--- config.mk ---
export PLATFORM = sky130hd
export DESIGN_NAME = mode_bits_unit
export DESIGN_NICKNAME = d
export VERILOG_FILES = /design/src/rtl/mode_bits_pkg.sv /design/src/rtl/sp_align_next.sv /design/src/rtl/flag_next.sv /design/src/rtl/trap_edge.sv /design/src/rtl/mode_bits_unit.sv
export SDC_FILE = /design/constraint.sdc
export NUM_CORES = 1
export LEC_CHECK = 0
export CAP_MARGIN = 5
export CORE_MARGIN = 10
export CORE_UTILIZATION = 35
export DETAILED_ROUTE_END_ITERATION = 10
export SLEW_MARGIN = 20
export SYNTH_ARGS = -nofsm -noshare
export SYNTH_HDL_FRONTEND = slang
export SYNTH_SLANG_ARGS = --single-unit
--- constraint.sdc ---
create_clock -name clk -period 4.2 [get_ports clk]
set_clock_uncertainty 0.1 [all_clocks]
set_input_delay 0.84 -clock clk [delete_from_list [all_inputs] [get_ports clk]]
set_output_delay 0.84 -clock clk [all_outputs]
set_load 0.02 [all_outputs]
--- src/rtl/mode_bits_pkg.sv ---
package mode_bits_pkg;

    typedef struct packed {
        logic align;
        logic vmap;
        logic page0;
        logic loop;
        logic illegal;
    } mode_flags_t;

    localparam mode_flags_t FLAGS_AT_RESET = '{align: 1'b0, vmap: 1'b1, page0: 1'b0,
                                              loop: 1'b0, illegal: 1'b0};

endpackage

--- src/rtl/sp_align_next.sv ---
module sp_align_next #(
    parameter int SP_W = 16
) (
    input  logic [SP_W-1:0] sp_q,
    input  logic            align_q,
    input  logic            do_align,
    input  logic            do_unalign,
    output logic [SP_W-1:0] sp_d,
    output logic            align_d
);
    localparam logic [SP_W-1:0] ONE = SP_W'(1);

    always_comb begin
        sp_d    = sp_q;
        align_d = align_q;
        if (do_align) begin
            if (sp_q[0]) begin
                sp_d    = sp_q + ONE;
                align_d = 1'b1;
            end else begin
                align_d = 1'b0;
            end
        end else if (do_unalign && align_q) begin
            sp_d    = sp_q - ONE;
            align_d = 1'b0;
        end
    end
endmodule

--- src/rtl/flag_next.sv ---
module flag_next (
    input  logic cur_q,
    input  logic en,
    input  logic set_cmd,
    input  logic clr_cmd,
    output logic nxt_d
);
    always_comb begin
        nxt_d = cur_q;
        if (en && clr_cmd)      nxt_d = 1'b0;
        else if (en && set_cmd) nxt_d = 1'b1;
    end
endmodule

--- src/rtl/trap_edge.sv ---
module trap_edge (
    input  logic page0_q,
    input  logic amode_in,
    input  logic illegal_q,
    output logic illegal_d,
    output logic trap_pulse
);
    always_comb begin
        illegal_d  = page0_q & amode_in;
        trap_pulse = illegal_d & ~illegal_q;
    end
endmodule

--- src/rtl/mode_bits_unit.sv ---
module mode_bits_unit
    import mode_bits_pkg::*;
#(
    parameter int              SP_W           = 16,
    parameter logic [SP_W-1:0] SP_RESET       = 16'h0400,
    parameter int              VEC_W          = 22,
    parameter int              VEC_TABLE_BITS = 6
) (
    input  logic             clk,
    input  logic             rst_n,
    input  logic             align_cmd,
    input  logic             unalign_cmd,
    input  logic             vmap_set,
    input  logic             vmap_clr,
    input  logic             pz_set,
    input  logic             pz_clr,
    input  logic             loop_set,
    input  logic             loop_clr,
    input  logic             irq_enter,
    input  logic             irq_return,
    input  logic             restored_loop,
    input  logic             amode_in,
    output logic [SP_W-1:0]  sp_o,
    output logic             align_flag_o,
    output logic             vmap_o,
    output logic             page0_o,
    output logic             loop_o,
    output logic             loop_save_o,
    output logic [VEC_W-1:0] vec_base_o,
    output logic             trap_o
);
    localparam logic [VEC_W-1:0] VEC_LOW_MASK = VEC_W'((1 << VEC_TABLE_BITS) - 1);
    localparam logic [VEC_W-1:0] VEC_HIGH     = ~VEC_LOW_MASK;

    mode_flags_t     flags_d, flags_q;
    logic [SP_W-1:0] sp_d, sp_q;

    logic en_stack, en_flags, do_align, do_unalign;
    logic align_nx, vmap_nx, page0_nx, loop_nx, illegal_nx, trap_w;
    logic [SP_W-1:0] sp_nx;

    assign en_stack   = ~irq_enter;
    assign do_align   = en_stack & align_cmd;
    assign do_unalign = en_stack & unalign_cmd & ~align_cmd;
    assign en_flags   = ~irq_enter & ~align_cmd & ~unalign_cmd;

    sp_align_next #(.SP_W(SP_W)) u_sp (
        .sp_q(sp_q), .align_q(flags_q.align), .do_align(do_align),
        .do_unalign(do_unalign), .sp_d(sp_nx), .align_d(align_nx)
    );

    flag_next u_vmap (.cur_q(flags_q.vmap), .en(en_flags), .set_cmd(vmap_set),
                      .clr_cmd(vmap_clr), .nxt_d(vmap_nx));
    flag_next u_page0 (.cur_q(flags_q.page0), .en(en_flags), .set_cmd(pz_set),
                       .clr_cmd(pz_clr), .nxt_d(page0_nx));
    flag_next u_loop (.cur_q(flags_q.loop), .en(en_flags), .set_cmd(loop_set),
                      .clr_cmd(loop_clr), .nxt_d(loop_nx));

    trap_edge u_trap (.page0_q(flags_q.page0), .amode_in(amode_in),
                      .illegal_q(flags_q.illegal), .illegal_d(illegal_nx),
                      .trap_pulse(trap_w));

    always_comb begin
        sp_d            = sp_nx;
        flags_d         = flags_q;
        flags_d.align   = align_nx;
        flags_d.vmap    = vmap_nx;
        flags_d.page0   = page0_nx;
        flags_d.loop    = irq_enter ? 1'b0 : loop_nx;
        flags_d.illegal = illegal_nx;
    end

    always_ff @(posedge clk or negedge rst_n) begin
        if (!rst_n) begin
            sp_q    <= SP_RESET;
            flags_q <= FLAGS_AT_RESET;
        end else begin
            sp_q    <= sp_d;
            flags_q <= flags_d;
        end
    end

    assign sp_o         = sp_q;
    assign align_flag_o = flags_q.align;
    assign vmap_o       = flags_q.vmap;
    assign page0_o      = flags_q.page0;
    assign loop_o       = flags_q.loop;
    assign loop_save_o  = irq_enter & flags_q.loop;
    assign vec_base_o   = flags_q.vmap ? VEC_HIGH : '0;
    assign trap_o       = trap_w;

    assert_align_odd_R1: assert property (@(posedge clk) disable iff (!rst_n)
        (align_cmd && !irq_enter && sp_o[0]) |=> (sp_o == $past(sp_o) + 1'b1) && align_flag_o);
    assert_align_even_R2: assert property (@(posedge clk) disable iff (!rst_n)
        (align_cmd && !irq_enter && !sp_o[0]) |=> $stable(sp_o) && !align_flag_o);
    assert_unalign_back_R3: assert property (@(posedge clk) disable iff (!rst_n)
        (unalign_cmd && !align_cmd && !irq_enter && align_flag_o)
        |=> (sp_o == $past(sp_o) - 1'b1) && !align_flag_o);
    assert_unalign_idle_R4: assert property (@(posedge clk) disable iff (!rst_n)
        (unalign_cmd && !align_cmd && !irq_enter && !align_flag_o) |=> $stable(sp_o));
    assert_vmap_clr_R7: assert property (@(posedge clk) disable iff (!rst_n)
        (vmap_clr && !irq_enter && !align_cmd && !unalign_cmd) |=> !vmap_o);
    assert_trap_cause_R8: assert property (@(posedge clk) disable iff (!rst_n)
        trap_o |-> (page0_o && amode_in));
    assert_trap_single_R8: assert property (@(posedge clk) disable iff (!rst_n)
        trap_o |=> !trap_o);
    assert_irq_clears_loop_R9: assert property (@(posedge clk) disable iff (!rst_n)
        irq_enter |=> !loop_o);
    assert_return_keeps_loop_R10: assert property (@(posedge clk) disable iff (!rst_n)
        (irq_return && (restored_loop != loop_o) && !irq_enter && !loop_set && !loop_clr)
        |=> $stable(loop_o));
    assert_irq_blocks_stack_R11: assert property (@(posedge clk) disable iff (!rst_n)
        irq_enter |=> $stable(sp_o) && $stable(vmap_o) && $stable(page0_o));
endmodule

==> flow_summary.ini <==
[route]
vias = 1384
antenna_left = 0
drc = 0
wl_per_cell_um = 16.2
drt_pass1_iterations = 4
wl_um = 4180
drt_iter0_drc = 63
via_per_inst = 5.39

[setup_path]
slowest_stage = clkdlybuf4s50_1
required_ns = 3.26
criticalPathCategory = in2out
cp-start-kind = input port
endpoint_kind = output pin
cpPeakStageDelay_ns = 0.62
worst_path_most_repeated_cell = clkdlybuf4s50_1
cp.buffers_inverters = 2
worst-path-max-fanout = 10
cp_top_family = buffers and inverters
crit_arrival_ns = 2.23
cp_cell_sequence = clkdlybuf4s50_1, and2_1, clkdlybuf4s50_1

[placed_design]
pre_cts_slack_ns = 1.03
place_congestion = 0.893
placedCellCount = 253
numPortBuffers = 49
dpl.hpwl_um = 3140

[pwr]
leakagePower_nw = 0.831
cellPowerDensity_nw_per_um2 = 255
power_frac_seq = 0.431
swShare = 0.315
switchingPower_mw = 0.162
vdd_drop_max_mv = 0.0963
power_frac_comb = 0.306
clkPwrFrac = 0.262
p_int_mw = 0.353

[global_routing]
grt-ovfl-total = 0
grt_usage = 0.104
grt_pass1_wl_um = 6580
antenna_found_initial = 0
first_global_vias = 1254
grt_max_degree = 22

[die]
initial_core_util = 0.367
die_w_um = 88.3
die_area_um2 = 7790
num_rows = 24
io_pins = 58
die_h_um = 88.3
core_area_um2 = 4440

[cts]
cts_tree = built
cts_resized = 0
cts_max_level = 1
cts_buffer_depth = 2
clk_latency_ns = 0.26
ctsHoldBuffers = 0
clkTransAtPathRegs_ns = 0.08
clock_sinks = 21
postCtsSetupBuffers = 0
clock_tree.root_cell = clkbuf_8
cts_made_buffers = 3

[synth]
ys_seq_area_frac = 0.324
yosysMostFrequentCell = buf_4
synthTopCellsByArea = dfrtp_1 (29%), buf_4 (12%), a21oi_1 (4.3%)
yosys.area.top_type = dfrtp_1
synth_cell_types = 51
syn_avg_cell_area_um2 = 9.06
synthFlopType = dfrtp_1
syn-instance-count = 180
netlist_top_cells_count = buf_4 (25), dfrtp_1 (19), a21oi_1 (14), nand2_1 (11), nor2_1 (10)
netlist_area_um2 = 1630
yosys_warnings = 0
yosys.area.top_type_share = 0.291
synth_edf_count = 0
synthArstFlopShare = 1.00
synth-seq-cells = 21

[sta]
setup_slack_ns = 1.03
slew_headroom = 0.381
hold_violations = 0
worstMarginPinSlew_ns = 0.926
min_period_over_period = 0.755
slew_viol_final = 0
tns_ns = 0
setup_violations = 0
fin_crit_ns = 3.17
whs_ns = 0.441
rsz0062_at_grt = false
clock.fmax_mhz = 315

[finish]
diodes = 0
area.growth.synth_to_final_pct = 23.8
drive_gt1_frac = 0.0829
layoutNonFillerInstCount = 257
fin_nets = 223

[hold_path]
hold_class = reg2reg

[flow_run]
maxCapViolations = 0

[run_status]
outcome = complete, no violations
-- cell families after synthesis --
group           Yosys count  share of synthesized area
compound gates           38                      0.152
simple gates             68                      0.281
flops                    21                      0.324
other cells               1                    0.00230
xor+xnor                 12                     0.0644
buf+inv                  36                      0.148
fa+ha+maj                 3                     0.0230
mux                       1                    0.00614
-- layout by cell type (no fill, tap or decap), types with 6 or more instances in the layout --
master / synthesis / final
nor3_1: 7 / 7
nand2_1: 11 / 11
xnor2_1: 6 / 6
clkdlybuf4s50_1: 0 / 49
conb_1: 1 / 6
a21oi_1: 14 / 14
xor2_1: 6 / 6
dfrtp_1: 19 / 19
nand4_1: 7 / 7
nor2_1: 10 / 10
-- layer usage --
layer,GRT usage,vias to the layer above,wire (um)
met3,0.0156,2,280
met4,0.0352,0,32
met5,0,-,0
met1,0.135,662,1880
li1,-,678,-
met2,0.170,42,1990
-- registers in the layout, indices dropped and copies added (netlist names) --
register      count
vmap_o            1
align_flag_o      1
page0_o           1
loop_o            1
sp_o             16
flags_q           1
-- final timing paths --
check	start	endpoint	slack, ns	cells past startpoint
max	irq_enter	loop_save_o	1.03	3
min	sp_o[13]$_DFFE_PN0P_	sp_o[13]$_DFFE_PN0P_	0.44	1
max reg2reg	sp_o[0]$_DFFE_PN0P_	sp_o[14]$_DFFE_PN0P_	1.84	6
min reg2reg	sp_o[13]$_DFFE_PN0P_	sp_o[13]$_DFFE_PN0P_	0.44	1
max in group asynchronous	rst_n	loop_o$_DFFE_PN0P_	2.44	1
min in group asynchronous	rst_n	sp_o[9]$_DFFE_PN0P_	1.00	1
-- power groups by stage --
stage / sequential [mW] / combinational [mW] / clock, mW
after floorplan: 0.230 / 0.108 / 0
after global placement: 0.226 / 0.160 / 0
after detailed placement: 0.227 / 0.160 / 0
after CTS: 0.223 / 0.160 / 0.140
after global routing: 0.225 / 0.166 / 0.145
final: 0.222 / 0.158 / 0.135
-- per-stage QoR --
step	utilization	power [mW]	instance area (um^2)
5_1_grt	0.455	0.536	2020
3_3_place_gp	0.445	0.386	1980
4_1_cts	0.455	0.523	2020
2_1_floorplan	-	0.338	1650
6_report	0.455	0.515	2020
3_5_place_dp	0.445	0.386	1980
-- final cells by class --
| class | instances | area (um^2) |
|---|---|---|
| clock buffer | 4 | 45.0 |
| sequential | 21 | 528 |
| multi-input combinational | 128 | 881 |
| timing repair buffer | 49 | 490 |
| tap | 52 | 65.1 |
| fill | 435 | 2420 |
| inverter | 3 | 11.3 |
-- worst register-to-register path, stage by stage, from the launching register on --
cell,delay (ns)
dfrtp_1,0.58
inv_1,0.20
ha_1,0.22
nor4b_2,0.43
and4b_2,0.38
and4b_1,0.22
o32ai_2,0.09
Power figures use the tool's default switching activity.
